`config.mk`:
```
export PLATFORM = sky130hd
export DESIGN_NAME = unlock_seq_dec
export DESIGN_NICKNAME = d
export VERILOG_FILES = /design/src/rtl/unlock_seq_pkg.sv /design/src/rtl/cmd_match.sv /design/src/rtl/seq_fsm.sv /design/src/rtl/id_read_mux.sv /design/src/rtl/unlock_seq_dec.sv
export SDC_FILE = /design/constraint.sdc
export NUM_CORES = 1
export LEC_CHECK = 0
export BUFFER_PORTS_ARGS = -buffer_cell sky130_fd_sc_hd__buf_2
export CAP_MARGIN = 20
export CORE_ASPECT_RATIO = 1.4
export CORE_MARGIN = 5
export CORE_UTILIZATION = 35
export CTS_CLUSTER_SIZE = 12
export DETAILED_ROUTE_END_ITERATION = 8
export GPL_ROUTABILITY_DRIVEN = 0
export PLACE_DENSITY = 0.76
export SYNTH_ARGS = -nofsm -noshare
export SYNTH_HDL_FRONTEND = slang
export SYNTH_SLANG_ARGS = --single-unit
```
`constraint.sdc`:
```
create_clock -name clk -period 1.4 [get_ports clk]
set_clock_uncertainty 0.05 [all_clocks]
set_input_delay 0.14 -clock clk [delete_from_list [all_inputs] [get_ports clk]]
set_output_delay 0.14 -clock clk [all_outputs]
set_load 0.02 [all_outputs]
```
`src/rtl/unlock_seq_pkg.sv`:
```
`timescale 1ns/1ps
package unlock_seq_pkg;

    localparam int CMD_AW = 15;   // command address bits that take part in matching
    localparam int NPAT   = 7;    // number of distinct command address/data pairs

    // indices into the command match vector
    localparam int P_AA = 0;
    localparam int P_55 = 1;
    localparam int P_A0 = 2;
    localparam int P_90 = 3;
    localparam int P_F0 = 4;
    localparam int P_80 = 5;
    localparam int P_40 = 6;

    localparam logic [7:0] MFG_CODE  = 8'h1F;
    localparam logic [7:0] DEV_CODE  = 8'hC4;
    localparam logic [7:0] LK_OPEN   = 8'hFE;
    localparam logic [7:0] LK_SHUT   = 8'hFF;

    typedef enum logic [2:0] {
        ST_IDLE,   // nothing accepted
        ST_K1,     // first opening byte seen
        ST_K2,     // opening pair seen, third byte selects the path
        ST_X1,     // lockout path entered
        ST_X2,     // lockout path, second opening byte
        ST_X3,     // lockout path, second opening pair
        ST_ARM     // lockout armed, awaiting region select
    } seq_st_e;

    typedef struct packed {
        seq_st_e st;
        logic    id;
        logic    lk_lo;
        logic    lk_hi;
        logic    prog;
        logic    lo_req;
        logic    hi_req;
    } seq_regs_t;

    function automatic logic [CMD_AW-1:0] pat_addr(input int idx);
        return (idx == P_55) ? CMD_AW'(15'h2AAA) : CMD_AW'(15'h5555);
    endfunction

    function automatic logic [7:0] pat_data(input int idx);
        case (idx)
            P_AA:    return 8'hAA;
            P_55:    return 8'h55;
            P_A0:    return 8'hA0;
            P_90:    return 8'h90;
            P_F0:    return 8'hF0;
            P_80:    return 8'h80;
            default: return 8'h40;
        endcase
    endfunction

endpackage

```
`src/rtl/cmd_match.sv`:
```
`timescale 1ns/1ps
module cmd_match
    import unlock_seq_pkg::*;
#(
    parameter int AW = 19
) (
    input  logic [AW-1:0]   addr,
    input  logic [7:0]      data,
    output logic [NPAT-1:0] hit,
    output logic            lo_fin,
    output logic            hi_fin
);
    // one comparator per command pair, over the low command bits only
    for (genvar g = 0; g < NPAT; g++) begin : g_pat
        assign hit[g] = (addr[CMD_AW-1:0] == pat_addr(g)) && (data == pat_data(g));
    end

    // region select compares the whole address
    assign lo_fin = (addr == '0) && (data == 8'h00);
    assign hi_fin = (&addr)      && (data == 8'hFF);

endmodule

```
`src/rtl/seq_fsm.sv`:
```
`timescale 1ns/1ps
module seq_fsm
    import unlock_seq_pkg::*;
(
    input  logic            clk,
    input  logic            rst_n,
    input  logic            wr_en,
    input  logic [NPAT-1:0] hit,
    input  logic            lo_fin,
    input  logic            hi_fin,
    output logic            id_mode,
    output logic            prog_go,
    output logic            lo_req,
    output logic            hi_req,
    output logic            lock_lo,
    output logic            lock_hi
);
    seq_regs_t r_d, r_q;
    seq_st_e   restart;

    always_comb begin
        r_d        = r_q;
        r_d.prog   = 1'b0;
        r_d.lo_req = 1'b0;
        r_d.hi_req = 1'b0;
        restart    = hit[P_AA] ? ST_K1 : ST_IDLE;
        if (wr_en) begin
            case (r_q.st)
                ST_IDLE: r_d.st = restart;
                ST_K1:   r_d.st = hit[P_55] ? ST_K2 : restart;
                ST_K2: begin
                    if (hit[P_A0]) begin
                        r_d.prog = 1'b1;
                        r_d.st   = ST_IDLE;
                    end else if (hit[P_90]) begin
                        r_d.id = 1'b1;
                        r_d.st = ST_IDLE;
                    end else if (hit[P_F0]) begin
                        r_d.id = 1'b0;
                        r_d.st = ST_IDLE;
                    end else if (hit[P_80]) begin
                        r_d.st = ST_X1;
                    end else begin
                        r_d.st = restart;
                    end
                end
                ST_X1:   r_d.st = hit[P_AA] ? ST_X2 : restart;
                ST_X2:   r_d.st = hit[P_55] ? ST_X3 : restart;
                ST_X3:   r_d.st = hit[P_40] ? ST_ARM : restart;
                ST_ARM: begin
                    if (lo_fin) begin
                        r_d.lk_lo  = 1'b1;
                        r_d.lo_req = 1'b1;
                        r_d.st     = ST_IDLE;
                    end else if (hi_fin) begin
                        r_d.lk_hi  = 1'b1;
                        r_d.hi_req = 1'b1;
                        r_d.st     = ST_IDLE;
                    end else begin
                        r_d.st = restart;
                    end
                end
                default: r_d.st = ST_IDLE;
            endcase
        end
    end

    always_ff @(posedge clk) begin
        if (!rst_n) begin
            r_q <= '{st: ST_IDLE, default: 1'b0};
        end else begin
            r_q <= r_d;
        end
    end

    assign id_mode = r_q.id;
    assign prog_go = r_q.prog;
    assign lo_req  = r_q.lo_req;
    assign hi_req  = r_q.hi_req;
    assign lock_lo = r_q.lk_lo;
    assign lock_hi = r_q.lk_hi;

endmodule

```
`src/rtl/id_read_mux.sv`:
```
`timescale 1ns/1ps
module id_read_mux
    import unlock_seq_pkg::*;
#(
    parameter int AW = 19
) (
    input  logic          id_mode,
    input  logic          lock_lo,
    input  logic          lock_hi,
    input  logic [AW-1:0] rd_addr,
    output logic [7:0]    rd_data,
    output logic          rd_hit
);
    localparam logic [AW-1:0] A_MFG   = AW'(0);
    localparam logic [AW-1:0] A_DEV   = AW'(1);
    localparam logic [AW-1:0] A_LK_LO = AW'(2);
    localparam logic [AW-1:0] A_LK_HI = {{(AW-4){1'b1}}, 4'h2};

    always_comb begin
        rd_data = 8'h00;
        rd_hit  = 1'b0;
        if (id_mode) begin
            rd_hit = 1'b1;
            if (rd_addr == A_MFG)        rd_data = MFG_CODE;
            else if (rd_addr == A_DEV)   rd_data = DEV_CODE;
            else if (rd_addr == A_LK_LO) rd_data = lock_lo ? LK_SHUT : LK_OPEN;
            else if (rd_addr == A_LK_HI) rd_data = lock_hi ? LK_SHUT : LK_OPEN;
            else                         rd_hit  = 1'b0;
        end
    end

endmodule

```
`src/rtl/unlock_seq_dec.sv`:
```
`timescale 1ns/1ps
module unlock_seq_dec
    import unlock_seq_pkg::*;
#(
    parameter int AW = 19
) (
    input  logic          clk,
    input  logic          rst_n,
    input  logic          wr_en,
    input  logic [AW-1:0] wr_addr,
    input  logic [7:0]    wr_data,
    input  logic [AW-1:0] rd_addr,
    output logic [7:0]    rd_data,
    output logic          rd_hit,
    output logic          id_mode,
    output logic          prog_go,
    output logic          lock_lo_req,
    output logic          lock_hi_req,
    output logic          lock_lo,
    output logic          lock_hi
);
    logic [NPAT-1:0] hit;
    logic            lo_fin, hi_fin;

    cmd_match #(.AW(AW)) u_match (
        .addr   (wr_addr),
        .data   (wr_data),
        .hit    (hit),
        .lo_fin (lo_fin),
        .hi_fin (hi_fin)
    );

    seq_fsm u_fsm (
        .clk     (clk),
        .rst_n   (rst_n),
        .wr_en   (wr_en),
        .hit     (hit),
        .lo_fin  (lo_fin),
        .hi_fin  (hi_fin),
        .id_mode (id_mode),
        .prog_go (prog_go),
        .lo_req  (lock_lo_req),
        .hi_req  (lock_hi_req),
        .lock_lo (lock_lo),
        .lock_hi (lock_hi)
    );

    id_read_mux #(.AW(AW)) u_rd (
        .id_mode (id_mode),
        .lock_lo (lock_lo),
        .lock_hi (lock_hi),
        .rd_addr (rd_addr),
        .rd_data (rd_data),
        .rd_hit  (rd_hit)
    );

endmodule

```
Word-level counts from Yosys, hierarchy flattened
Cells that the tools add are included.

storage, ports and cells
  register bits after elaboration = 9
  output and inout bits = 15

cells by class
  equality and inequality tests = 19
  reductions and logical operators = 21
  bitwise gates (word level) = 5
  mux-type cells = 28

operators with widths
  operator                                                                  count
  8-bit equality test (second input constant)                               6
  8-bit 2-to-1 mux                                                          5
  19-bit zero test                                                          2
  3-bit 2-to-1 mux                                                          9
  3-bit one-hot mux with 7 select lines                                     1
  19-bit by 1-bit equality test with 1-bit output (second input constant)   1
  19-bit equality test (second input constant)                              1
  19-bit by 2-bit equality test with 1-bit output (second input constant)   1
  19-bit AND reduction                                                      1
  8-bit by 7-bit equality test with 1-bit output (second input constant)    2
  15-bit by 14-bit equality test with 1-bit output (second input constant)  1
  15-bit equality test (second input constant)                              1
  1-bit 2-to-1 mux                                                          12
  3-bit equality test (second input constant)                               3
  1-bit logical AND                                                         9
  3-bit AND reduction                                                       3
  8-bit zero test                                                           1
  4-bit AND reduction                                                       2
  3-bit by 2-bit equality test with 1-bit output (second input constant)    2
  1-bit inverter                                                            5
  4-bit 2-to-1 mux                                                          1
  4-bit OR reduction                                                        1
  3-bit by 1-bit equality test with 1-bit output (second input constant)    1
  3-bit zero test                                                           1
  2-bit nonzero test                                                        1

Longest topological paths before layout
Gate-level depths: netlist (run 1).

  depth in word-level cells = 8
  depth in mapped cells = 6
  mapped depth without buffers = 5

Hierarchy
From an unflattened synthesis (run 1), not the netlist that was laid out.

unflattened totals
  cells, all modules = 126
  area, all modules = 947.2 um^2

by module, submodules not included
  module       area each (um^2)  instances  cells an instance  sequential area each (um^2)
  seq_fsm      486.7             1          55                 180.2
  cmd_match    245.2             1          39                 0.0
  id_read_mux  215.2             1          32                 0.0

Worst setup path before layout (run 1)
No wires, ideal clock.

  path kind = input -> output
  from = input port rd_addr[7]
  to = output port rd_data[3]
  slack = -0.461 ns
  data arrival time = 1.671 ns
  stages on the path = 6
  path through = nor4_1 -> and4_1 -> nand2_1 -> or2_2 -> a21oi_1 -> buf_4

between the ends
  cells in the longest elaborated chain, start to end = 6

RTL lines
  what                  line                  text
  start: declaration    unlock_seq_dec.sv:12  input logic [AW-1:0] rd_addr,
  19-bit equality test  id_read_mux.sv:27     else if (rd_addr == A_LK_HI) rd_data = lock_hi ? LK_SHUT : LK_OPEN;
  8-bit 2-to-1 mux      id_read_mux.sv:27
  8-bit 2-to-1 mux      id_read_mux.sv:26     else if (rd_addr == A_LK_LO) rd_data = lock_lo ? LK_SHUT : LK_OPEN;
  8-bit 2-to-1 mux      id_read_mux.sv:25     else if (rd_addr == A_DEV) rd_data = DEV_CODE;
  8-bit 2-to-1 mux (*)  id_read_mux.sv:24     if (rd_addr == A_MFG) rd_data = MFG_CODE;
  8-bit 2-to-1 mux (*)  id_read_mux.sv:22     if (id_mode) begin
  end: declaration      unlock_seq_dec.sv:13  output logic [7:0] rd_data,

Every way passes the cells marked *; elsewhere a longest branch is shown, timed or not.

Worst setup path in the final report (run 1)
  from = input port rd_addr[7]
  to = output port rd_data[1]

The elaborated chain is that of the path after synthesis.

==> flow_summary.yaml, run 1 <==
outcome:
  outcome: "finished with violations"
  failed_checks: "setup timing"
timing:
  slew_headroom_pct: 72.1
  fmax_ghz: 0.620
  min_period_ns: 1.61
  finalSetupViolations: 9
  tns_ns: -1.26
  grt_setup_unrepaired: "yes"
  tightest_slew_ns: 0.415
  fin_ws_ns: -0.213
  period_share_pct: 115
  hold_violations: 0
  slew_viol_final: 0
logic_synthesis:
  async_flop_share_pct: 0
  syn_area_um2: 791
  yosysUniqueCellTypes: 33
  seq_area_frac_synth_pct: 22.8
  syn_inst: 107
  synth_area_leaders: "dfxtp_1, nor4_1, nand4_1"
  avgSynthCellArea_um2: 7.39
  synth_seq_cells: 9
  yosysWarnings: 0
  yosysTopAreaCellShare_pct: 22.8
  synth.largest_area_cell: "dfxtp_1"
  synth-edff-count: 0
  synth_ff_type: "dfxtp_1"
  synth_nets: 156
clock_tree:
  ctsLongestPathBuffers: 2
  cts.sink_count: 9
  cts_root_buf: "clkbuf_4"
  cts_tree: "done"
  clk_latency_ns: 0.25
  cts-buffers-inserted: 3
  cts_max_level: 1
  cts.clk_slew.worst_paths_ns: 0.06
power:
  switchingPower_w: 0.000176
  power_density_nw_per_um2: 422
  p_leak_nw: 0.630
  pwr-share-comb_pct: 28.9
  p_seq_share_pct: 40.2
  clockPowerShare_pct: 30.9
  switching_share_pct: 27.6
  peakVddDrop_mv: 0.183
  p_int_w: 0.000461
place:
  dp_hpwl_mm: 2.60
  io_buffers: 63
  place_inst: 206
worst_setup_path:
  cp.arrival_ns: 1.42
  slowest_delay_ns: 0.28
  cp-end-kind: "output pin"
  setup.worst_path.class: "in -> out"
  crit_chain: "buf_6 > nor4_4 > and4_4 > nand2_2 > or2_4 > a21oi_4 > buf_4"
  cp_slowest_cell: "and4_4"
  critPathRequiredTime_ns: 1.21
  crit_fanout: 3
  worstSetupStartpointType: "input pin"
  rrSetupSlack_ns: 0.04
grt:
  grt_pass1_vias: 1324
  grt_pass1_wl_mm: 5.31
  antenna_found_initial: 0
  grt_overflow_total: 0
  gr-usage-all-layers_pct: 19.5
  grt_max_degree: 10
floorplan:
  ios: 64
  die_h_um: 66.2
  start_util_pct: 36.3
  fp.coreArea_um2: 2180
  fp-row-count: 20
  fp.dieArea_um2: 3320
  fp.dieW_um: 50.2
final_layout:
  final_common_cell: "buf_2"
  finalNonFillerCells: 212
  fin_nets: 240
  antenna_cells_inserted: 0
  mostFrequentLayoutCells: "buf_2, buf_4, nand4_1, nor2_1, dfxtp_1"
  syn_to_final_growth_pct: 90.8
  final_layout_size_suffix_gt1_share_pct: 58.4
drt:
  wl_per_cell_um: 16.2
  wl_mm: 3.43
  vias_per_cell: 5.92
  dr.first_iter.drc_count: 22
  ant_nets: 0
  vias: 1254
  dr.pass1.iters: 4
  drcViolationCount: 0
min_path:
  worstHoldPathType: "in -> reg"
run:
  max_cap_violations: 0
[flip-flops by register name (all words and copies together), names as in the netlist]
| register | flops |
|---|---|
| u_fsm.r_q | 3 |
| u_fsm.hi_req | 1 |
| u_fsm.id_mode | 1 |
| u_fsm.lo_req | 1 |
| u_fsm.lock_hi | 1 |
| u_fsm.lock_lo | 1 |
| u_fsm.prog_go | 1 |
[repair_timing]
action                     in CTS  in global routing
resized for setup              20                 20
cloned                          0                  0
setup buffers                   1                  1
setup endpoints to repair       9                 15
pin swaps                       2                  4
hold buffers                    0                  0
[per-layer routing]
metal,vias to the layer above,GRT usage (%),routed length [um]
met2,69,39.8,1940
li1,596,-,-
met4,0,9.18,129
met1,576,17.3,1120
met5,-,0,0
met3,13,3.61,242
[cell type report]
cell class                 count  area [um^2]
timing repair buffer          84          539
multi-input combinational     90          723
tap                           22         27.5
inverter                       3         11.3
sequential                     9          181
clock buffer                   4         26.3
fill                         174          668
[metrics by stage]
stage	total power (W)	hold slack (ns)	cell area, um^2	utilization, %	worst slack (ns)
finish	0.000637	0.151	1510	69.3	-0.213
global route	0.000664	0.164	1510	69.3	-0.289
CTS	0.000621	0.144	1390	64.0	-0.200
detailed placement	0.000416	0.416	1270	58.3	-0.235
global placement	0.000410	0.408	1270	58.3	-0.203
floorplan	0.000297	0.259	822	-	-0.136
[power groups by stage]
stage / clock, W / sequential, W / combinational, W
2_1_floorplan: 0 / 0.000262 / 0.0000355
3_3_place_gp: 0 / 0.000262 / 0.000148
3_5_place_dp: 0 / 0.000262 / 0.000154
4_1_cts: 0.000198 / 0.000256 / 0.000167
5_1_grt: 0.000208 / 0.000256 / 0.000200
6_report: 0.000197 / 0.000256 / 0.000184
[final timing paths]
kind,from,endpoint,cells past startpoint
worst max-delay path,rd_addr[7],rd_data[1],7
worst min register to register,u_fsm.lock_lo,u_fsm.lock_lo,1
worst min-delay path,wr_addr[17],u_fsm.lo_req,4
worst max register to register,u_fsm.r_q[8],u_fsm.id_mode,3
[cell usage after synthesis (2+ instances only)]
master / instances
a21o_1: 2
a21oi_1: 6
a31oi_1: 2
and4_1: 2
buf_4: 3
dfxtp_1: 9
inv_1: 3
nand2_1: 8
nand3_1: 6
nand3b_1: 4
nand4_1: 12
nor2_1: 9
nor3_1: 5
nor4_1: 13
nor4b_1: 2
nor4bb_1: 2
o21ai_0: 3
[kinds of logic after synthesis]
group | share of synthesized area (%)
compound gates | 16.8
buf+inv | 5.38
simple gates | 55.1
flops | 22.8
[worst max-delay path: cells and delay by family]
kind	cells	cell delay, ns
AND/OR/NAND/NOR	4	0.86
buffers and inverters	2	0.27
AO/OA/AOI/OAI	1	0.16
(Power assumes the default switching activity.)
==> run 2: changes to the inputs <==
--- a/config.mk
+++ b/config.mk
@@ -13,7 +13,9 @@
 export CTS_CLUSTER_SIZE = 12
 export DETAILED_ROUTE_END_ITERATION = 8
 export GPL_ROUTABILITY_DRIVEN = 0
+export HOLD_SLACK_MARGIN = 0.15
 export PLACE_DENSITY = 0.76
+export RECOVER_POWER = 25
 export SYNTH_ARGS = -nofsm -noshare
 export SYNTH_HDL_FRONTEND = slang
 export SYNTH_SLANG_ARGS = --single-unit
==> flow_summary.yaml, run 2 (synthesized netlist as in run 1, its figures left out) <==
worst_setup_path:
  worstSetupStartpointType: "input pin"
  crit_fanout: 3
  slowest_delay_ns: 0.28
  cp.arrival_ns: 1.42
  crit_chain: "buf_6 > nor4_4 > and4_4 > nand2_2 > or2_4 > a21oi_4 > buf_4"
  crit_family: "simple AND/OR/NAND/NOR gates"
  setup.worst_path.class: "in -> out"
  path_buf_inv: 2
  cp_slowest_cell: "and4_4"
  critPathRequiredTime_ns: 1.21
  cp-end-kind: "output pin"
outcome:
  failed_checks: "setup timing"
  outcome: "finished with violations"
clock_tree:
  cts.clk_slew.worst_paths_ns: 0.06
  cts-buffers-inserted: 3
  cts_max_level: 1
  clk_latency_ns: 0.25
  ctsLongestPathBuffers: 2
  cts_root_buf: "clkbuf_4"
  cts_tree: "done"
  cts.sink_count: 9
final_layout:
  largest_register_ff_count: 3
  antenna_cells_inserted: 0
  mostFrequentLayoutCells: "buf_2, buf_4, nand4_1, nor2_1, dfxtp_1"
  final_layout_size_suffix_gt1_share_pct: 56.3
  fill_cells: 171
  syn_to_final_growth_pct: 92.9
  top_register: "u_fsm.r_q"
  fin_nets: 242
  final_common_cell: "buf_2"
drt:
  ant_nets: 0
  vias_per_cell: 5.93
  drcViolationCount: 0
  dr.first_iter.drc_count: 43
  dr.pass1.iters: 4
  vias: 1269
  wl_mm: 3.46
  wl_per_cell_um: 16.2
power:
  peakVddDrop_mv: 0.191
  p_leak_nw: 0.625
  power_density_nw_per_um2: 421
place:
  dp_slack_ns: -0.235
  dp_hpwl_mm: 2.60
  io_buffers: 63
timing:
  hold_violations: 0
  tightest_slew_ns: 0.415
  fin_ws_ns: -0.213
  slew_viol_final: 0
  period_share_pct: 115
  grt_setup_unrepaired: "yes"
  min_period_ns: 1.61
  finalSetupViolations: 9
  fin_hold_ws_ns: 0.164
  slew_headroom_pct: 72.1
  fmax_ghz: 0.620
floorplan:
  fp-row-count: 20
  ios: 64
  fp.dieW_um: 50.2
  die_h_um: 66.2
  start_util_pct: 36.3
  fp.coreArea_um2: 2180
  fp.dieArea_um2: 3320
grt:
  grt_pass1_vias: 1336
  grt_overflow_total: 0
  grt_max_degree: 10
  grt_pass1_wl_mm: 5.33
  gr-usage-all-layers_pct: 19.6
  antenna_found_initial: 0
min_path:
  worstHoldPathType: "in -> reg"
run:
  max_cap_violations: 0
## run 2: per-layer routing
layer	track usage (%)	part of all wire, %
met5	0	0
met3	3.39	7.0
met1	17.5	32
met4	9.18	3.7
met2	40.1	57
## run 2: what timing repair did
item	4_1_cts	5_1_grt
endpoints found under the setup margin	9	15
setup buffers	1	1
pin swaps	2	4
gates resized for setup	20	20
endpoints found under the hold margin	1	0
hold buffers	2	0
## run 2: tightest hold or removal path: cells and delay by family
family / cells / cell delay (ns)
and+or+nand+nor: 2 / 0.12
buffers and inverters: 1 / 0.12
AOI/OAI and AO/OA: 1 / 0.05
## run 2: report_power, final
part | leakage (nW) | internal, W | switching, W | total [W]
logic | 0.537 | 0.0000993 | 0.0000897 | 0.000189
registers | 0.0730 | 0.000256 | 0.00000000000474 | 0.000256
clock network | 0.0150 | 0.000110 | 0.0000873 | 0.000197
total | 0.625 | 0.000465 | 0.000177 | 0.000642
## run 2: path summary, 6_finish.rpt
path              cells after the start           from            end  slack (ns)
setup reg to reg                      4   u_fsm.r_q[6]  u_fsm.id_mode        0.05
setup / recovery                      7     rd_addr[7]     rd_data[1]       -0.21
hold reg to reg                       1  u_fsm.lock_lo  u_fsm.lock_lo        0.45
hold / removal                        4     wr_data[5]  u_fsm.id_mode        0.16
## run 2: cell type report
class / count / area [um^2] / area share [%]
Clock buffer: 4 / 26.3 / 1.72
Inverter: 3 / 11.3 / 0.738
Multi-Input combinational cell: 90 / 723 / 47.4
Sequential cell: 9 / 181 / 11.9
Tap cell: 22 / 27.5 / 1.80
Timing Repair Buffer: 86 / 556 / 36.4
## run 2: through the flow
step / setup TNS, ns / std cells / instance area [um^2] / utilization, % / total power [W]
4_1_cts: -1.06 / 213 / 1410 / 64.9 / 0.000625
6_report: -1.26 / 214 / 1530 / 70.1 / 0.000642
3_5_place_dp: -2.97 / 206 / 1270 / 58.3 / 0.000416
2_1_floorplan: -0.574 / 107 / 822 / - / 0.000297
5_1_grt: -2.02 / 214 / 1530 / 70.1 / 0.000669
3_3_place_gp: -2.48 / 206 / 1270 / 58.3 / 0.000410
